$ cat config.mk
export PLATFORM = sky130hd
export DESIGN_NAME = ext_bus_strobe_seq
export DESIGN_NICKNAME = d
export VERILOG_FILES = /design/src/rtl/strobe_seq_pkg.sv /design/src/rtl/strobe_phase_ctr.sv /design/src/rtl/strobe_decode.sv /design/src/rtl/ext_bus_strobe_seq.sv
export SDC_FILE = /design/constraint.sdc
export NUM_CORES = 1
export LEC_CHECK = 0
export BUFFER_PORTS_ARGS = -buffer_cell sky130_fd_sc_hd__clkbuf_2
export CORE_UTILIZATION = 40
export DETAILED_ROUTE_END_ITERATION = 8
export GPL_ROUTABILITY_DRIVEN = 0
export GPL_TIMING_DRIVEN = 0
export PLACE_DENSITY = 0.58
export SYNTH_ARGS = -nofsm -noshare
export SYNTH_HDL_FRONTEND = slang
export SYNTH_SLANG_ARGS = --single-unit
$ cat constraint.sdc
create_clock -name clk_i -period 5.85 [get_ports clk_i]
set_clock_uncertainty 0.2 [all_clocks]
set_input_delay 1.17 -clock clk_i [delete_from_list [all_inputs] [get_ports clk_i]]
set_output_delay 1.17 -clock clk_i [all_outputs]
set_load 0.005 [all_outputs]
$ cat src/rtl/strobe_seq_pkg.sv
package strobe_seq_pkg;
  typedef struct packed {
    logic fast;
    logic ext_code;
    logic xdata;
    logic ale_off;
  } bus_cfg_t;

  localparam bus_cfg_t CFG_RESET = '{fast: 1'b0, ext_code: 1'b0, xdata: 1'b0, ale_off: 1'b0};
endpackage

$ cat src/rtl/strobe_phase_ctr.sv
module strobe_phase_ctr
  import strobe_seq_pkg::*;
#(
  parameter int CYC_SLOW = 12,
  parameter int CYC_FAST = 6,
  parameter int PW       = 4
) (
  input  logic          clk_i,
  input  logic          rst_i,
  input  bus_cfg_t      cfg_i,
  output logic [PW-1:0] phase_q,
  output bus_cfg_t      cfg_q,
  output logic [PW-1:0] phase_nxt,
  output bus_cfg_t      cfg_nxt
);
  localparam logic [PW-1:0] LAST_SLOW = PW'(CYC_SLOW - 1);
  localparam logic [PW-1:0] LAST_FAST = PW'(CYC_FAST - 1);

  logic          wrap;
  logic [PW-1:0] last;

  always_comb begin
    last      = cfg_q.fast ? LAST_FAST : LAST_SLOW;
    wrap      = (phase_q == last);
    phase_nxt = wrap ? '0 : phase_q + PW'(1);
    cfg_nxt   = wrap ? cfg_i : cfg_q;
  end

  always_ff @(posedge clk_i) begin
    if (rst_i) begin
      phase_q <= '0;
      cfg_q   <= CFG_RESET;
    end else begin
      phase_q <= phase_nxt;
      cfg_q   <= cfg_nxt;
    end
  end
endmodule

$ cat src/rtl/strobe_decode.sv
module strobe_decode #(
  parameter int CYC = 12,
  parameter int PW  = 4
) (
  input  logic [PW-1:0] phase_i,
  input  logic          ext_i,
  input  logic          xdata_i,
  input  logic          ale_off_i,
  output logic          ale_o,
  output logic          psen_n_o
);
  localparam int WID = CYC / 6;
  localparam int HLF = CYC / 2;
  localparam logic [PW-1:0] HLF_C   = PW'(HLF);
  localparam logic [PW-1:0] WID_C   = PW'(WID);
  localparam logic [PW-1:0] RD_ON_C = PW'(WID + WID / 2);

  logic          second;
  logic [PW-1:0] pos;

  always_comb begin
    second   = (phase_i >= HLF_C);
    pos      = second ? phase_i - HLF_C : phase_i;
    ale_o    = !ale_off_i && (pos < WID_C) && !(xdata_i && second);
    psen_n_o = !(ext_i && !xdata_i && (pos >= RD_ON_C));
  end
endmodule

$ cat src/rtl/ext_bus_strobe_seq.sv
module ext_bus_strobe_seq
  import strobe_seq_pkg::*;
#(
  parameter int CYC_SLOW = 12,
  parameter int CYC_FAST = 6,
  localparam int PW      = $clog2(CYC_SLOW)
) (
  input  logic          clk_i,
  input  logic          rst_i,
  input  logic          fast_mode_i,
  input  logic          ext_code_i,
  input  logic          xdata_cyc_i,
  input  logic          ale_off_i,
  output logic          ale_o,
  output logic          psen_n_o,
  output logic [PW-1:0] phase_o
);
  bus_cfg_t      cfg_in, cfg_cur, cfg_nxt;
  logic [PW-1:0] phase_nxt;
  logic [1:0]    ale_v, psen_v;

  assign cfg_in = '{fast: fast_mode_i, ext_code: ext_code_i,
                    xdata: xdata_cyc_i, ale_off: ale_off_i};

  strobe_phase_ctr #(.CYC_SLOW(CYC_SLOW), .CYC_FAST(CYC_FAST), .PW(PW)) u_ctr (
    .clk_i    (clk_i),
    .rst_i    (rst_i),
    .cfg_i    (cfg_in),
    .phase_q  (phase_o),
    .cfg_q    (cfg_cur),
    .phase_nxt(phase_nxt),
    .cfg_nxt  (cfg_nxt)
  );

  for (genvar g = 0; g < 2; g++) begin : g_mode
    localparam int CYC = (g == 1) ? CYC_FAST : CYC_SLOW;
    strobe_decode #(.CYC(CYC), .PW(PW)) u_dec (
      .phase_i  (phase_nxt),
      .ext_i    (cfg_nxt.ext_code),
      .xdata_i  (cfg_nxt.xdata),
      .ale_off_i(cfg_nxt.ale_off),
      .ale_o    (ale_v[g]),
      .psen_n_o (psen_v[g])
    );
  end

  always_ff @(posedge clk_i) begin
    if (rst_i) begin
      ale_o    <= 1'b0;
      psen_n_o <= 1'b1;
    end else begin
      ale_o    <= ale_v[cfg_nxt.fast];
      psen_n_o <= psen_v[cfg_nxt.fast];
    end
  end
endmodule

* Word level (Yosys, flattened, before mapping) *
Index checks and enable logic that the tools add are counted.

word-level totals
  register bits after elaboration = 10
  output and inout bits = 6
  word-level logic and storage cells = 42

operators by class
  add/sub/neg operators = 3
  order comparisons = 7
  equal/unequal tests = 1
  multiplexer cells = 9
  reductions and logical operators = 15

operator list
  kind                 number
  $mux 4               5
  $logic_and 1x1->1    9
  $ge 4x2->1 const B   2
  $logic_not 1->1      6
  $add 4x1->4 const B  1
  $eq 4x4->1           1
  $ge 4x1->1 const B   1
  $ge 4x3->1 const B   1
  $lt 4x1->1 const B   1
  $lt 4x2->1 const B   1
  $mux 1               4
  $sub 4x2->4 const B  1
  $sub 4x3->4 const B  1
  $lt 1x2->1 const B   1

* Depth between registers and ports, before layout *
  depth in word-level cells = 10
  depth in mapped cells = 11
  gate-level depth less buffers = 9

* Modules after synthesis *
A second synthesis with hierarchy kept.

second synthesis, totals
  cells, all modules = 68
  area, all modules = 666.9 sq um

modules (own cells, without submodules)
  module                            times used  cells each  area each (sq um)  sequential area each (sq um)
  strobe_phase_ctr                  1           44          450.4              160.2
  strobe_decode at g_mode[1].u_dec  1           9           93.8               0.0
  ext_bus_strobe_seq                1           6           68.8               40.0
  strobe_decode at g_mode[0].u_dec  1           9           53.8               0.0

* Worst setup path before layout *
OpenSTA, ideal clock, no wires.

  path kind = input to register
  from = input port fast_mode_i
  to = register psen_n_o
  library setup time = 0.122 ns
  arrival time = 2.073 ns
  required time = 5.528 ns
  slack = 3.455 ns
  stages = 5
  path buffers = 0
  cells stage by stage = or4_1 > a22oi_2 > a21oi_2 > a211oi_1 > nand2_1

between the ends
  word-level cells in the longest chain between the ends = 3

RTL lines
  element                                    RTL line                  source
  start: declaration                         ext_bus_strobe_seq.sv:10  input logic fast_mode_i,
  $mux 4                                     strobe_phase_ctr.sv:26    cfg_nxt = wrap ? cfg_i : cfg_q;
  $mux 1 (implied by the code) (2 in a row)  ext_bus_strobe_seq.sv:53  psen_n_o <= psen_v[cfg_nxt.fast];
  end signal: assignment                     ext_bus_strobe_seq.sv:53
  end: declaration                           ext_bus_strobe_seq.sv:15  output logic psen_n_o,

No other way between the ends. The select of a mux whose other input is x is not followed.
A chain may end at the register's enable or synchronous reset.

* Worst setup path after layout *
  from = register u_ctr.phase_q[3]
  to = register ale_o

between the ends
  word-level cells in the longest chain between the ends = 9
  elaborated cells between the ends (all ways) = 23
  those cells by class = add/sub (3); order compare (4); eq/ne (1); mux (6); reduce/logical (9)

RTL lines
  element                                        RTL line                  source
  start: declaration                             strobe_phase_ctr.sv:11    output logic [PW-1:0] phase_q,
  start signal: assignment                       strobe_phase_ctr.sv:34    phase_q <= phase_nxt;
  $eq 4x4->1 (*)                                 strobe_phase_ctr.sv:24    wrap = (phase_q == last);
  $mux 4 (*)                                     strobe_phase_ctr.sv:25    phase_nxt = wrap ? '0 : phase_q + PW'(1);
  named net g_mode[0].u_dec.phase_i[1]           strobe_decode.sv:5        input logic [PW-1:0] phase_i,
  $sub 4x3->4, or another cell as far along      strobe_decode.sv:23       pos = second ? phase_i - HLF_C : phase_i;
  $mux 4                                         strobe_decode.sv:23
  $lt 4x2->1 or $lt 4x1->1 (tied branches)       strobe_decode.sv:24       ale_o = !ale_off_i && (pos < WID_C) && !(xdata_i && second);
  $logic_and 1x1->1 (2 in a row)                 strobe_decode.sv:24
  $mux 1 (implied by the code) (*) (2 in a row)  ext_bus_strobe_seq.sv:52  ale_o <= ale_v[cfg_nxt.fast];
  end signal: assignment                         ext_bus_strobe_seq.sv:52
  end: declaration                               ext_bus_strobe_seq.sv:14  output logic ale_o,

Mark *: on every way through the listed nets, which the timed path passes. The rest lies on a longest branch. The select of a mux whose other input is x is not followed.

==> impl_metrics.ini <==
[floorplan]
die_w_um = 43.3
rows = 14
die_h_um = 43.3
io_pins = 12
die-area_mm2 = 0.00188
core_mm2 = 0.00156
start_util = 0.438

[drt]
postRouteAntennaNets = 0
via_per_inst = 5.48
drtPass1Iterations = 4
routedWlPerCell_um = 12.7
via_count = 603
drt_iter0_drc = 10
wirelength_mm = 1.39
post-route-drc-count = 0

[synthesis]
syn_nets = 89
muxShareOfSynthArea = 0.0440
synthSimpleGateAreaFrac = 0.255
yosysMostFrequentCell = dfxtp_1
synth_xor_area_frac = 0.0256
synth_compound_area_frac = 0.266
yosys_warnings = 0
async_reset_ff_frac = 0
synth_top_area_frac = 0.293
yosys-top-cells-count = dfxtp_1, nor2_1, nand2_1
avgSynthCellArea_um2 = 8.54
synthTopCellsByArea = dfxtp_1, ha_1, nor2_1, mux2i_1, nand2_1
synthAdderAreaFrac = 0.0549
synthCells = 80
netlist_area_um2 = 683
ys_seq_area_frac = 0.293
ys_ff_latch = 10
synth_largest_area_cell = dfxtp_1
ys_types = 42
synth_top_family_by_area = compound AO/OA/AOI/OAI gates
synth_edf_count = 0
synth_ff_type = dfxtp_1

[final_layout]
nets = 104
multi_input_area_um2 = 440
areaGrowthSynthToFinish_pct = 15.6
ff_latch_area_um2 = 200
drive_gt1_frac = 0.298
fillers = 155
antenna_cells = 0

[worst_setup_path]
r2r-start = u_ctr.phase_q[3]
r2r-end = ale_o
rrSetupSlack_ns = 3.25
crit_path_max_fanout = 10
worstSetupStartpointType = register
path_class = register to register
reg2reg_depth = 11
cp.arrival_ns = 2.60
cp-end-kind = register
cp_data_required_time_ns = 5.85

[global_routing]
antenna_found_initial = 0
grt_pass1_vias = 544
grt_max_degree = 11
grt_overflow = 0
grt_pass1_wl_mm = 2.39
grt_use_total = 0.175

[run_status]
status = finished clean

[sta]
tightest_slew_ns = 0.549
setup-tns-final_ns = 0
period_needed_ns = 2.60
rsz0062_at_grt = no
hold_violations = 0
slew_headroom = 0.633
setup_violations = 0
finalMaxSlewViolations = 0
finalCritPeriodShare = 0.444
fmaxAchievable_mhz = 385

[clock_network]
path_clk_slew_ns = 0.06
cts-resized-gates = 0
hold_buffers = 0
cts_setup_buffers = 0
htree_levels = 1
clkLatencyLatePin_ns = 0.26
cts_tree = yes
cts_num_sinks = 10
cts_buffers = 3
root_buffer = clkbuf_4
clockBufferDepth = 2

[min_path]
holdPathEnd = u_ctr.cfg_q[2]
hold_path_class = register to register
holdPathStages = 2
worstHoldStart = u_ctr.cfg_q[2]

[power]
power_uw = 174
ir_drop_v = 0.000147
p_leak_uw = 0.000350
power_density_mw_per_mm2 = 220

[job]
maxCapViolations = 0

[place]
portBuffers = 10
dp_hpwl_mm = 1.06
[power breakdown]
part           internal, uW  leakage, uW  switching (uW)
clock network          37.8    0.0000210            23.0
logic                  17.8     0.000247            20.5
registers              71.0    0.0000815            3.40
total                   127     0.000350            47.0
[cell usage in the layout, fill, tap and decap left out, types with 2 or more instances in the layout]
cell type	instances
a21oi_2	2
a211oi_1	2
ha_1	3
mux2i_1	3
nor2_1	9
nand3_1	3
buf_4	2
nand2_1	5
inv_1	2
clkbuf_1	2
a21oi_1	3
nor2b_1	3
clkbuf_2	10
o21ai_0	2
dfxtp_1	10
inv_2	2
clkbuf_4	3
[worst max-delay path by stage]
stage,startpoint,end,slack (ns),depth (start not counted)
2_1_floorplan,fast_mode_i,psen_n_o,3.45,5
3_3_place_gp,fast_mode_i,psen_n_o,3.23,6
3_5_place_dp,fast_mode_i,psen_n_o,3.24,6
4_1_cts,u_ctr.phase_q[3],ale_o,3.27,11
5_1_grt,u_ctr.phase_q[3],psen_n_o,3.11,11
6_report,u_ctr.phase_q[3],ale_o,3.25,11
[cell type report]
class,count,area share
Multi-Input combinational cell,61,0.558
Inverter,4,0.0190
Sequential cell,10,0.254
Timing Repair Buffer,10,0.0634
Buffer,5,0.0349
Tap cell,16,0.0254
Clock buffer,4,0.0460
[worst max-delay path, stage by stage (launching register included)]
cell and delay, ns:
dfxtp_1 0.32, buf_2 0.19, and4bb_1 0.24, o21ai_2 0.20, buf_4 0.22, and2_1 0.21
ha_1 0.21, nand2_1 0.06, a221o_1 0.27, a21oi_2 0.17, o211ai_1 0.11, a21oi_2 0.12
[state kept, by name, indices dropped and copies added, names as in the netlist]
| register | flops |
|---|---|
| psen_n_o | 1 |
| ale_o | 1 |
| u_ctr.cfg_q | 4 |
| u_ctr.phase_q | 4 |
[through the flow]
| stage | setup slack, ns | instances | cell area (um^2) | util | hold WS, ns |
|---|---|---|---|---|---|
| floorplan | 3.45 | 80 | 683 | - | 0.263 |
| global placement | 3.23 | 106 | 753 | 0.483 | 0.289 |
| finish | 3.25 | 110 | 790 | 0.506 | 0.314 |
| global route | 3.11 | 110 | 790 | 0.506 | 0.365 |
| CTS | 3.27 | 110 | 790 | 0.506 | 0.312 |
| detailed placement | 3.24 | 106 | 753 | 0.483 | 0.296 |
[metal layers]
metal / vias to the layer above / routed length [um] / track usage
li1: 323 / - / -
met1: 266 / 737 / 0.231
met2: 14 / 580 / 0.255
met3: 0 / 76 / 0.0766
met4: 0 / 0 / 0.0563
met5: - / 0 / 0
[logic make-up (layout without fill, tap and decap cells)]
logic type,after synthesis,count (layout)
compound gates,23,23
xor+xnor,2,2
fa+ha+maj,3,3
buf+inv,9,23
flops,10,10
mux,3,3
simple gates,30,30
(Power assumes the default switching activity.)
